<file path="config.mk">
export PLATFORM = sky130hd
export DESIGN_NAME = page_load_ctrl
export DESIGN_NICKNAME = d
export VERILOG_FILES = /design/src/rtl/pgload_pkg.sv /design/src/rtl/pl_buf.sv /design/src/rtl/pl_seq.sv /design/src/rtl/page_load_ctrl.sv
export SDC_FILE = /design/constraint.sdc
export NUM_CORES = 2
export LEC_CHECK = 0
export BUFFER_PORTS_ARGS = -buffer_cell sky130_fd_sc_hd__buf_4
export CAP_MARGIN = 20
export CORE_MARGIN = 5
export CORE_UTILIZATION = 50
export CTS_BUF_LIST = sky130_fd_sc_hd__clkbuf_2
export DETAILED_ROUTE_END_ITERATION = 8
export PLACE_DENSITY_LB_ADDON = 0.25
export REMOVE_ABC_BUFFERS = 1
export SLEW_MARGIN = 20
export SYNTH_ARGS = -nofsm -noshare
export SYNTH_HDL_FRONTEND = slang
export SYNTH_SLANG_ARGS = --single-unit
</file>
<file path="constraint.sdc">
create_clock -name clk -period 3 [get_ports clk]
set_clock_uncertainty 0.1 [all_clocks]
set_input_delay 0.3 -clock clk [delete_from_list [all_inputs] [get_ports clk]]
set_output_delay 0.3 -clock clk [all_outputs]
set_load 0.01 [all_outputs]
</file>
<file path="src/rtl/pgload_pkg.sv">
package pgload_pkg;

    localparam int BYTE_W = 8;
    localparam logic [BYTE_W-1:0] ERASED_BYTE = 8'hFF;

    typedef enum logic [1:0] {
        PL_IDLE,
        PL_LOAD,
        PL_PROG
    } pl_state_e;

    typedef struct packed {
        logic clr;   // first byte of a new load cycle
        logic wr;    // store byte and mark it loaded
    } buf_ctl_t;

    function automatic logic [BYTE_W-1:0] fill_byte(input logic loaded,
                                                    input logic [BYTE_W-1:0] d);
        return loaded ? d : ERASED_BYTE;
    endfunction

    function automatic logic write_ok(input logic stb, input logic cs,
                                      input logic we, input logic oe);
        return stb & cs & we & ~oe;
    endfunction

endpackage

</file>
<file path="src/rtl/pl_buf.sv">
module pl_buf
    import pgload_pkg::*;
#(
    parameter int PAGE_BYTES = 128,
    parameter int IDX_W      = $clog2(PAGE_BYTES)
) (
    input  logic              clk,
    input  logic              rst,
    input  buf_ctl_t          ctl,
    input  logic [IDX_W-1:0]  wr_idx,
    input  logic [BYTE_W-1:0] wr_data,
    input  logic [IDX_W-1:0]  rd_idx,
    output logic [BYTE_W-1:0] rd_data
);

    logic [PAGE_BYTES-1:0] mask_q;
    logic [BYTE_W-1:0]     data_q [PAGE_BYTES];

    for (genvar i = 0; i < PAGE_BYTES; i++) begin : g_byte
        logic hit;
        assign hit = ctl.wr && (wr_idx == IDX_W'(i));

        always_ff @(posedge clk) begin
            if (rst) begin
                mask_q[i] <= 1'b0;
                data_q[i] <= '0;
            end else begin
                mask_q[i] <= (ctl.clr ? 1'b0 : mask_q[i]) | hit;
                if (hit) data_q[i] <= wr_data;
            end
        end
    end

    assign rd_data = fill_byte(mask_q[rd_idx], data_q[rd_idx]);

    AST_MASK_GROWS: assert property (@(posedge clk) disable iff (rst)
        !ctl.clr |=> ((mask_q & $past(mask_q)) == $past(mask_q)));
    AST_MASK_FRESH: assert property (@(posedge clk) disable iff (rst)
        (ctl.clr && ctl.wr) |=> ($countones(mask_q) == 1));

endmodule

</file>
<file path="src/rtl/pl_seq.sv">
module pl_seq
    import pgload_pkg::*;
#(
    parameter int PAGE_W   = 9,
    parameter int LOAD_WIN = 20,
    parameter int PROG_CYC = 30
) (
    input  logic              clk,
    input  logic              rst,
    input  logic              acc,
    input  logic [PAGE_W-1:0] page_in,
    output buf_ctl_t          ctl,
    output logic              busy,
    output logic              commit_req,
    output logic [PAGE_W-1:0] commit_page,
    output logic              page_err
);

    localparam int TMAX  = (LOAD_WIN > PROG_CYC) ? LOAD_WIN : PROG_CYC;
    localparam int CNT_W = $clog2(TMAX + 1);

    pl_state_e         state_q;
    logic [CNT_W-1:0]  cnt_q;
    logic [PAGE_W-1:0] page_q;
    logic              req_q;
    logic              err_q;
    logic              same_page;

    assign same_page = (page_in == page_q);

    always_comb begin
        ctl.clr = acc && (state_q == PL_IDLE);
        ctl.wr  = acc && ((state_q == PL_IDLE) ||
                          ((state_q == PL_LOAD) && same_page));
    end

    always_ff @(posedge clk) begin
        if (rst) begin
            state_q <= PL_IDLE;
            cnt_q   <= '0;
            page_q  <= '0;
            req_q   <= 1'b0;
            err_q   <= 1'b0;
        end else begin
            req_q <= 1'b0;
            unique case (state_q)
                PL_IDLE: begin
                    if (acc) begin
                        page_q  <= page_in;
                        cnt_q   <= '0;
                        state_q <= PL_LOAD;
                    end
                end
                PL_LOAD: begin
                    if (acc && same_page) begin
                        cnt_q <= '0;
                    end else begin
                        if (acc) err_q <= 1'b1;
                        if (cnt_q == CNT_W'(LOAD_WIN - 1)) begin
                            cnt_q   <= '0;
                            req_q   <= 1'b1;
                            state_q <= PL_PROG;
                        end else begin
                            cnt_q <= cnt_q + 1'b1;
                        end
                    end
                end
                PL_PROG: begin
                    if (cnt_q == CNT_W'(PROG_CYC - 1)) begin
                        cnt_q   <= '0;
                        state_q <= PL_IDLE;
                    end else begin
                        cnt_q <= cnt_q + 1'b1;
                    end
                end
                default: state_q <= PL_IDLE;
            endcase
        end
    end

    assign busy        = (state_q == PL_PROG);
    assign commit_req  = req_q;
    assign commit_page = page_q;
    assign page_err    = err_q;

    AST_COMMIT_BUSY: assert property (@(posedge clk) disable iff (rst)
        commit_req |-> busy);
    AST_COMMIT_PULSE: assert property (@(posedge clk) disable iff (rst)
        commit_req |=> !commit_req);
    AST_ERR_STICKY: assert property (@(posedge clk) disable iff (rst)
        page_err |=> page_err);
    AST_PAGE_HELD: assert property (@(posedge clk) disable iff (rst)
        (busy && !commit_req) |-> $stable(commit_page));
    AST_NO_WRITE_BUSY: assert property (@(posedge clk) disable iff (rst)
        busy |-> !ctl.wr);
    AST_WIN_BOUND: assert property (@(posedge clk) disable iff (rst)
        (state_q == PL_LOAD) |-> (cnt_q < CNT_W'(LOAD_WIN)));

endmodule

</file>
<file path="src/rtl/page_load_ctrl.sv">
module page_load_ctrl
    import pgload_pkg::*;
#(
    parameter int ADDR_W     = 16,
    parameter int PAGE_BYTES = 128,
    parameter int LOAD_WIN   = 20,
    parameter int PROG_CYC   = 30,
    localparam int IDX_W     = $clog2(PAGE_BYTES),
    localparam int PAGE_W    = ADDR_W - IDX_W
) (
    input  logic              clk,
    input  logic              rst,
    input  logic              wr_stb,
    input  logic              cs_en,
    input  logic              wr_en,
    input  logic              rd_en,
    input  logic [ADDR_W-1:0] addr,
    input  logic [BYTE_W-1:0] wdata,
    input  logic [IDX_W-1:0]  rd_idx,
    output logic [BYTE_W-1:0] rd_data,
    output logic              busy,
    output logic              commit_req,
    output logic [PAGE_W-1:0] commit_page,
    output logic              page_err
);

    logic     acc;
    buf_ctl_t ctl;

    assign acc = write_ok(wr_stb, cs_en, wr_en, rd_en);

    pl_seq #(
        .PAGE_W  (PAGE_W),
        .LOAD_WIN(LOAD_WIN),
        .PROG_CYC(PROG_CYC)
    ) u_seq (
        .clk        (clk),
        .rst        (rst),
        .acc        (acc),
        .page_in    (addr[ADDR_W-1:IDX_W]),
        .ctl        (ctl),
        .busy       (busy),
        .commit_req (commit_req),
        .commit_page(commit_page),
        .page_err   (page_err)
    );

    pl_buf #(
        .PAGE_BYTES(PAGE_BYTES),
        .IDX_W     (IDX_W)
    ) u_buf (
        .clk    (clk),
        .rst    (rst),
        .ctl    (ctl),
        .wr_idx (addr[IDX_W-1:0]),
        .wr_data(wdata),
        .rd_idx (rd_idx),
        .rd_data(rd_data)
    );

    AST_INHIBIT: assert property (@(posedge clk) disable iff (rst)
        !acc |-> !ctl.wr);

endmodule

</file>
# == Word level (Yosys, flattened, before mapping) ==
# Memories as Yosys holds them, arrays and structs flattened.
# Cells that the tools add are included.
# classes
reduce_logical,141
bitwise,262
n_mux,656
n_lt_le_gt_ge,1
eq_ne,136
add_sub_neg,1
# ops
op,n
2-to-1 mux 8 bit,129
2-to-1 mux 1 bit,516
"== test 7 bit, second input constant",64
bitwise OR 1 bit,256
"== test 7 x 6 -> 1 bit, second input constant",32
logical AND 1 bit,132
"== test 7 x 5 -> 1 bit, second input constant",16
"== test 7 x 4 -> 1 bit, second input constant",8
"== test 7 x 3 -> 1 bit, second input constant",4
2-to-1 mux 5 bit,4
case mux 5 bit (3 select lines),1
"== test 7 x 2 -> 1 bit, second input constant",2
"== test 5 bit, second input constant",2
== test 9 bit,1
"< comparator 7 x 8 -> 1 bit, second input constant",1
2-to-1 mux 2 bit,4
binary-select mux 1 bit (select 7 bit),1
"== test 7 x 1 -> 1 bit, second input constant",1
zero test 7 bit,1
case mux 2 bit (3 select lines),1
"adder 5 x 1 -> 5 bit, second input constant",1
"inequality test 2 x 1 -> 1 bit, second input constant",2
"inequality test 2 bit, second input constant",2
AND reduction 2 bit,2
10 further kinds,14
# totals
output_inout_bits,20
ff_bits,146
in_bits,37
n_memories,1
ramBits,1024
# mem_list
name,words,width,read_ports,rd_clocked_by_memory_dff,write_ports,line,source
u_buf.data_q,128,8,1,0,128,pl_buf.sv:17,logic [BYTE_W-1:0] data_q [PAGE_BYTES];

# == Depth between registers and ports, before layout ==
# logic_depth
ltp_word,9
mapped_depth,12
mapped_depth_nobuf,7

# == Modules after synthesis ==
# From an unflattened synthesis, not the netlist that was laid out.
# hier_totals
hier_cells,3609
hier_area_um2,53787.8
# modules_own_cells
module,cells_per_inst,area_per_inst_um2,instances,seq_area_each_um2
pl_buf,3483,52735.6,1,33311.9
pl_seq,125,1042.2,1,360.3
page_load_ctrl,1,10.0,1,0.0

# == Worst setup path after synthesis ==
# OpenSTA, ideal clock, no wires.
# synth_timing
path_type,input port to output port
from,in rd_idx[1]
to,out rd_data[0]
required_ns,2.600
cell_stages,10
arrival_ns,2.354
path_slack_ns,0.246
path_cell_list,buf_4 buf_4 buf_2 buf_2 buf_2 mux4_2 a22oi_1 nand3_1 a221oi_1 o21ai_0
# synth_via
elab_chain_len,3
word_cells_on_any_way,4
classes_between,3 x mux; 1 x memory
# synth_lines
item,line,source
start: declaration,page_load_ctrl.sv:19,"input logic [IDX_W-1:0] rd_idx,"
binary-select mux 1 bit (select 7 bit),pl_buf.sv:34,"assign rd_data = fill_byte(mask_q[rd_idx], data_q[rd_idx]);"
2-to-1 mux 1 bit (not written as such),pl_buf.sv:34,
2-to-1 mux 8 bit (*),pgload_pkg.sv:19,return loaded ? d : ERASED_BYTE;
end: declaration,page_load_ctrl.sv:20,"output logic [BYTE_W-1:0] rd_data,"
# Every way passes the cells marked *; elsewhere a longest branch is shown, timed or not. The select of a mux whose other input is x is not followed.

# == Worst setup path in the final report ==
# layout_timing
from,reg u_buf.mask_q[15]
to,out rd_data[6]
# layout_via
elab_chain_len,3
# layout_lines
item,line,source
start: declaration,pl_buf.sv:16,logic [PAGE_BYTES-1:0] mask_q;
start signal: indexed assignment,pl_buf.sv:28,mask_q[i] <= (ctl.clr ? 1'b0 : mask_q[i]) | hit;
binary-select mux 1 bit (select 7 bit),pl_buf.sv:34,
2-to-1 mux 1 bit (not written as such),pl_buf.sv:34,
2-to-1 mux 8 bit,pgload_pkg.sv:19,
# No other way between the ends. The select of a mux whose other input is x is not followed.

==> metrics.txt <==
Max FO, Critical Path=6; initial antenna violation count=8; VDD IR-drop max=0.0003730 V; fmax=229.2 MHz; cell family with most CP delay=multiplexers; nets@finish=4159; status=finished, violations left; clk_lat worst skew=1.49 ns; cell taking the most area after synthesis=edfxtp_1; TritonCTS clock tree=yes; vias in the first global route=35214; Final Slew Violations=0; Clock Tree Root=clkbuf_2; Fin Hold WS=0.1517 ns; HP Class=input pin to flip-flop; Slowest-stage cell, CP=mux4_4; Distinct cells, synth=62; EDFF count, synth=1024; clock tree sinks=1170; ratio of cells with drive above 1 in the final layout=28.50%; fin crit period=4.363 ns; Static Leak=21.71 nW; Area Growth Syn to Fin=17.47%; routed via count=34451; post-synth top area share=60.21%; I/O pin cnt=57; final wirelength=153900 um; cell mode on critical path=buf_6; first-pass GRT wire length=227500 um; RSZ-0062 raised after global routing=true; die area=108600 um^2; Post-synth ARST share=0%; Die H=329.6 um; cell area power density=528.1 nW/um^2; Worst-Margin Slew=0.9706 ns; GRT Overall Usage=28.51%; Seq/Total Area, Yosys=65.93%; clock buffer depth=4; initial drt markers=4057; final hold violation count=0; Post-route DRC=0; first-pass detailed-route iteration total=5; gpl congestion=0.8770; worst endpoint data arrival time=3.96 ns; Cell Rows=117; Netlist Area Pre-Place=51070 um^2; clock buffer count from CTS=318; worst path cell trace=mux4_4 -> mux4_2 -> a2111oi_4 -> nor4_4 -> buf_12 -> o21ai_4 -> buf_6 -> buf_6; Tcrit/Tclk final=145.4%; routed wire length per instance=27.09 um; PortBufs=56; final worst setup slack=-1.363 ns; CP peak stage delay=0.59 ns; Main synth FF type=edfxtp_1; htree depth=5; initial core utilization=50.27%; Setup CP Type=flip-flop to output port; Commonest cells post-synth=nor2_1 (1104), edfxtp_1 (1024), mux4_2 (280); Synthesis Warnings=0; Area contributors post-synth=edfxtp_1 (60%), mux4_2 (12%), nor2_1 (8.1%), dfxtp_1 (5.7%), a22o_1 (2.2%); max_cap viols=0; post-route ant nets=0; CP Launch Type=flip-flop; Worst Path Buf+Inv=3; top-count cell post-synth=nor2_1; crit end category=output port; clock-pin slew on the worst setup and hold paths=0.09 ns; slew margin rel.=35.29%; global route total overflow=0; Critical Path RT=2.60 ns; violations in the final reports=negative setup slack; fin util=59.05%; synthesis-stage register bit count=1170; Design Power=31.69 mW; DR vias/cell=6.064; largest net degree at the start of global routing=49; synthesized instance count=3624; core area=101600 um^2; Chip Width=329.6 um; Avg Inst Size Synth=14.09 um^2; final number of setup-violating endpoints=8; DPL Wire Length=96210 um
power by group:
group | switching [mW] | leakage [nW] | internal [mW]
registers | 0.136 | 11.8 | 18.1
logic | 1.69 | 7.96 | 1.30
clock network | 6.39 | 2.00 | 4.09
placed cells by master, fill, tap and decap left out, types with 5 or more instances in the layout:
| cell type | count |
|---|---|
| mux2i_1 | 38 |
| o211a_1 | 6 |
| dfxtp_1 | 145 |
| nor2_1 | 1103 |
| mux4_1 | 10 |
| o21ai_0 | 7 |
| a21oi_1 | 53 |
| mux4_2 | 280 |
| inv_1 | 7 |
| inv_2 | 6 |
| nand2b_1 | 7 |
| a22oi_1 | 46 |
| ha_1 | 6 |
| nor3_1 | 13 |
| clkbuf_2 | 445 |
| nand3b_1 | 5 |
| o21ai_4 | 6 |
| xor2_1 | 12 |
| dlygate4sd3_1 | 93 |
| a221o_1 | 8 |
| a221oi_1 | 7 |
| clkinv_1 | 56 |
| buf_6 | 9 |
| nand2_1 | 84 |
| mux2_2 | 9 |
| a22o_1 | 128 |
| buf_12 | 138 |
| o22ai_1 | 18 |
| nand3_1 | 27 |
| nand2_4 | 8 |
| or2_2 | 11 |
| buf_4 | 277 |
| edfxtp_1 | 1024 |
| a21o_1 | 127 |
| o221ai_1 | 22 |
registers in the layout, indices dropped and copies added, names as in the netlist:
| name | count |
|---|---|
| u_buf.data_q | 1024 |
| u_buf.mask_q | 128 |
| u_seq.cnt_q | 5 |
| u_seq.commit_page | 9 |
| u_seq.commit_req | 1 |
| u_seq.page_err | 1 |
| u_seq.state_q | 2 |
layer usage:
layer / part of all wire, % / wire length, um / GRT usage, %
met5: 0.033 / 51 / 0
met4: 3.7 / 5716 / 10.95
met3: 11 / 16860 / 7.504
met2: 48 / 73650 / 45.60
met1: 37 / 57610 / 37.89
through the flow:
stage          cell area, um^2  worst slack, ns  instances  TNS (ns)
3_3_place_gp             56340           -1.303       5072    -7.737
5_1_grt                  59990           -1.553       5678    -12.27
2_1_floorplan            49550           -3.539       3277  -4178.94
6_report                 60000           -1.363       5681    -10.69
4_1_cts                  59900           -1.533       5675    -11.77
3_5_place_dp             56360          -0.6419       5073    -4.439
worst paths after layout:
| path | from | endpoint | slack [ns] | cells past startpoint |
|---|---|---|---|---|
| max | u_buf.mask_q[15] | rd_data[6] | -1.36 | 8 |
| min reg2reg | u_buf.mask_q[58] | u_buf.mask_q[58] | 0.38 | 1 |
| min | wdata[7] | u_buf.data_q[88][7] | 0.15 | 4 |
| max reg2reg | u_seq.commit_page[5] | u_buf.data_q[62][2] | 0.12 | 8 |
kinds of logic after synthesis:
group | count (synthesis) | share of synthesized area (%)
muxes | 340 | 13.95
DFF | 1170 | 65.93
adders and majority gates | 6 | 0.1470
xor gates and xnor gates | 12 | 0.2058
and+or+nand+nor | 1294 | 10.02
buffers and inverters | 355 | 3.038
AOI/OAI and AO/OA | 447 | 6.703
repair_timing:
item,CTS,global route
pin swaps,2,0
endpoints found under the hold margin,2194,0
resized for setup,25,11
buffers inserted,0,2
setup endpoints to repair,8,47
hold buffers,94,0
area by class of cell:
cell class / count / area (um^2)
diodes: 4 / 10.01
clock buffers: 445 / 2227
clock inverters: 68 / 321.6
fillers: 8025 / 41600
inverters: 8 / 30.03
multi-input cells: 2099 / 16120
flip-flops and latches: 1170 / 33670
well taps: 1368 / 1712
repair buffers: 519 / 5904
worst reg2reg max path: stages, from the launching register on:
cell and delay [ns]:
dfxtp_1 0.38, xor2_1 0.19, nor2_1 0.36, a41oi_4 0.30
nor4b_4 0.38, buf_12 0.24, buf_12 0.22, a21o_1 0.18
buf_12 0.14
Note: power is estimated with default switching activity, not from simulation.
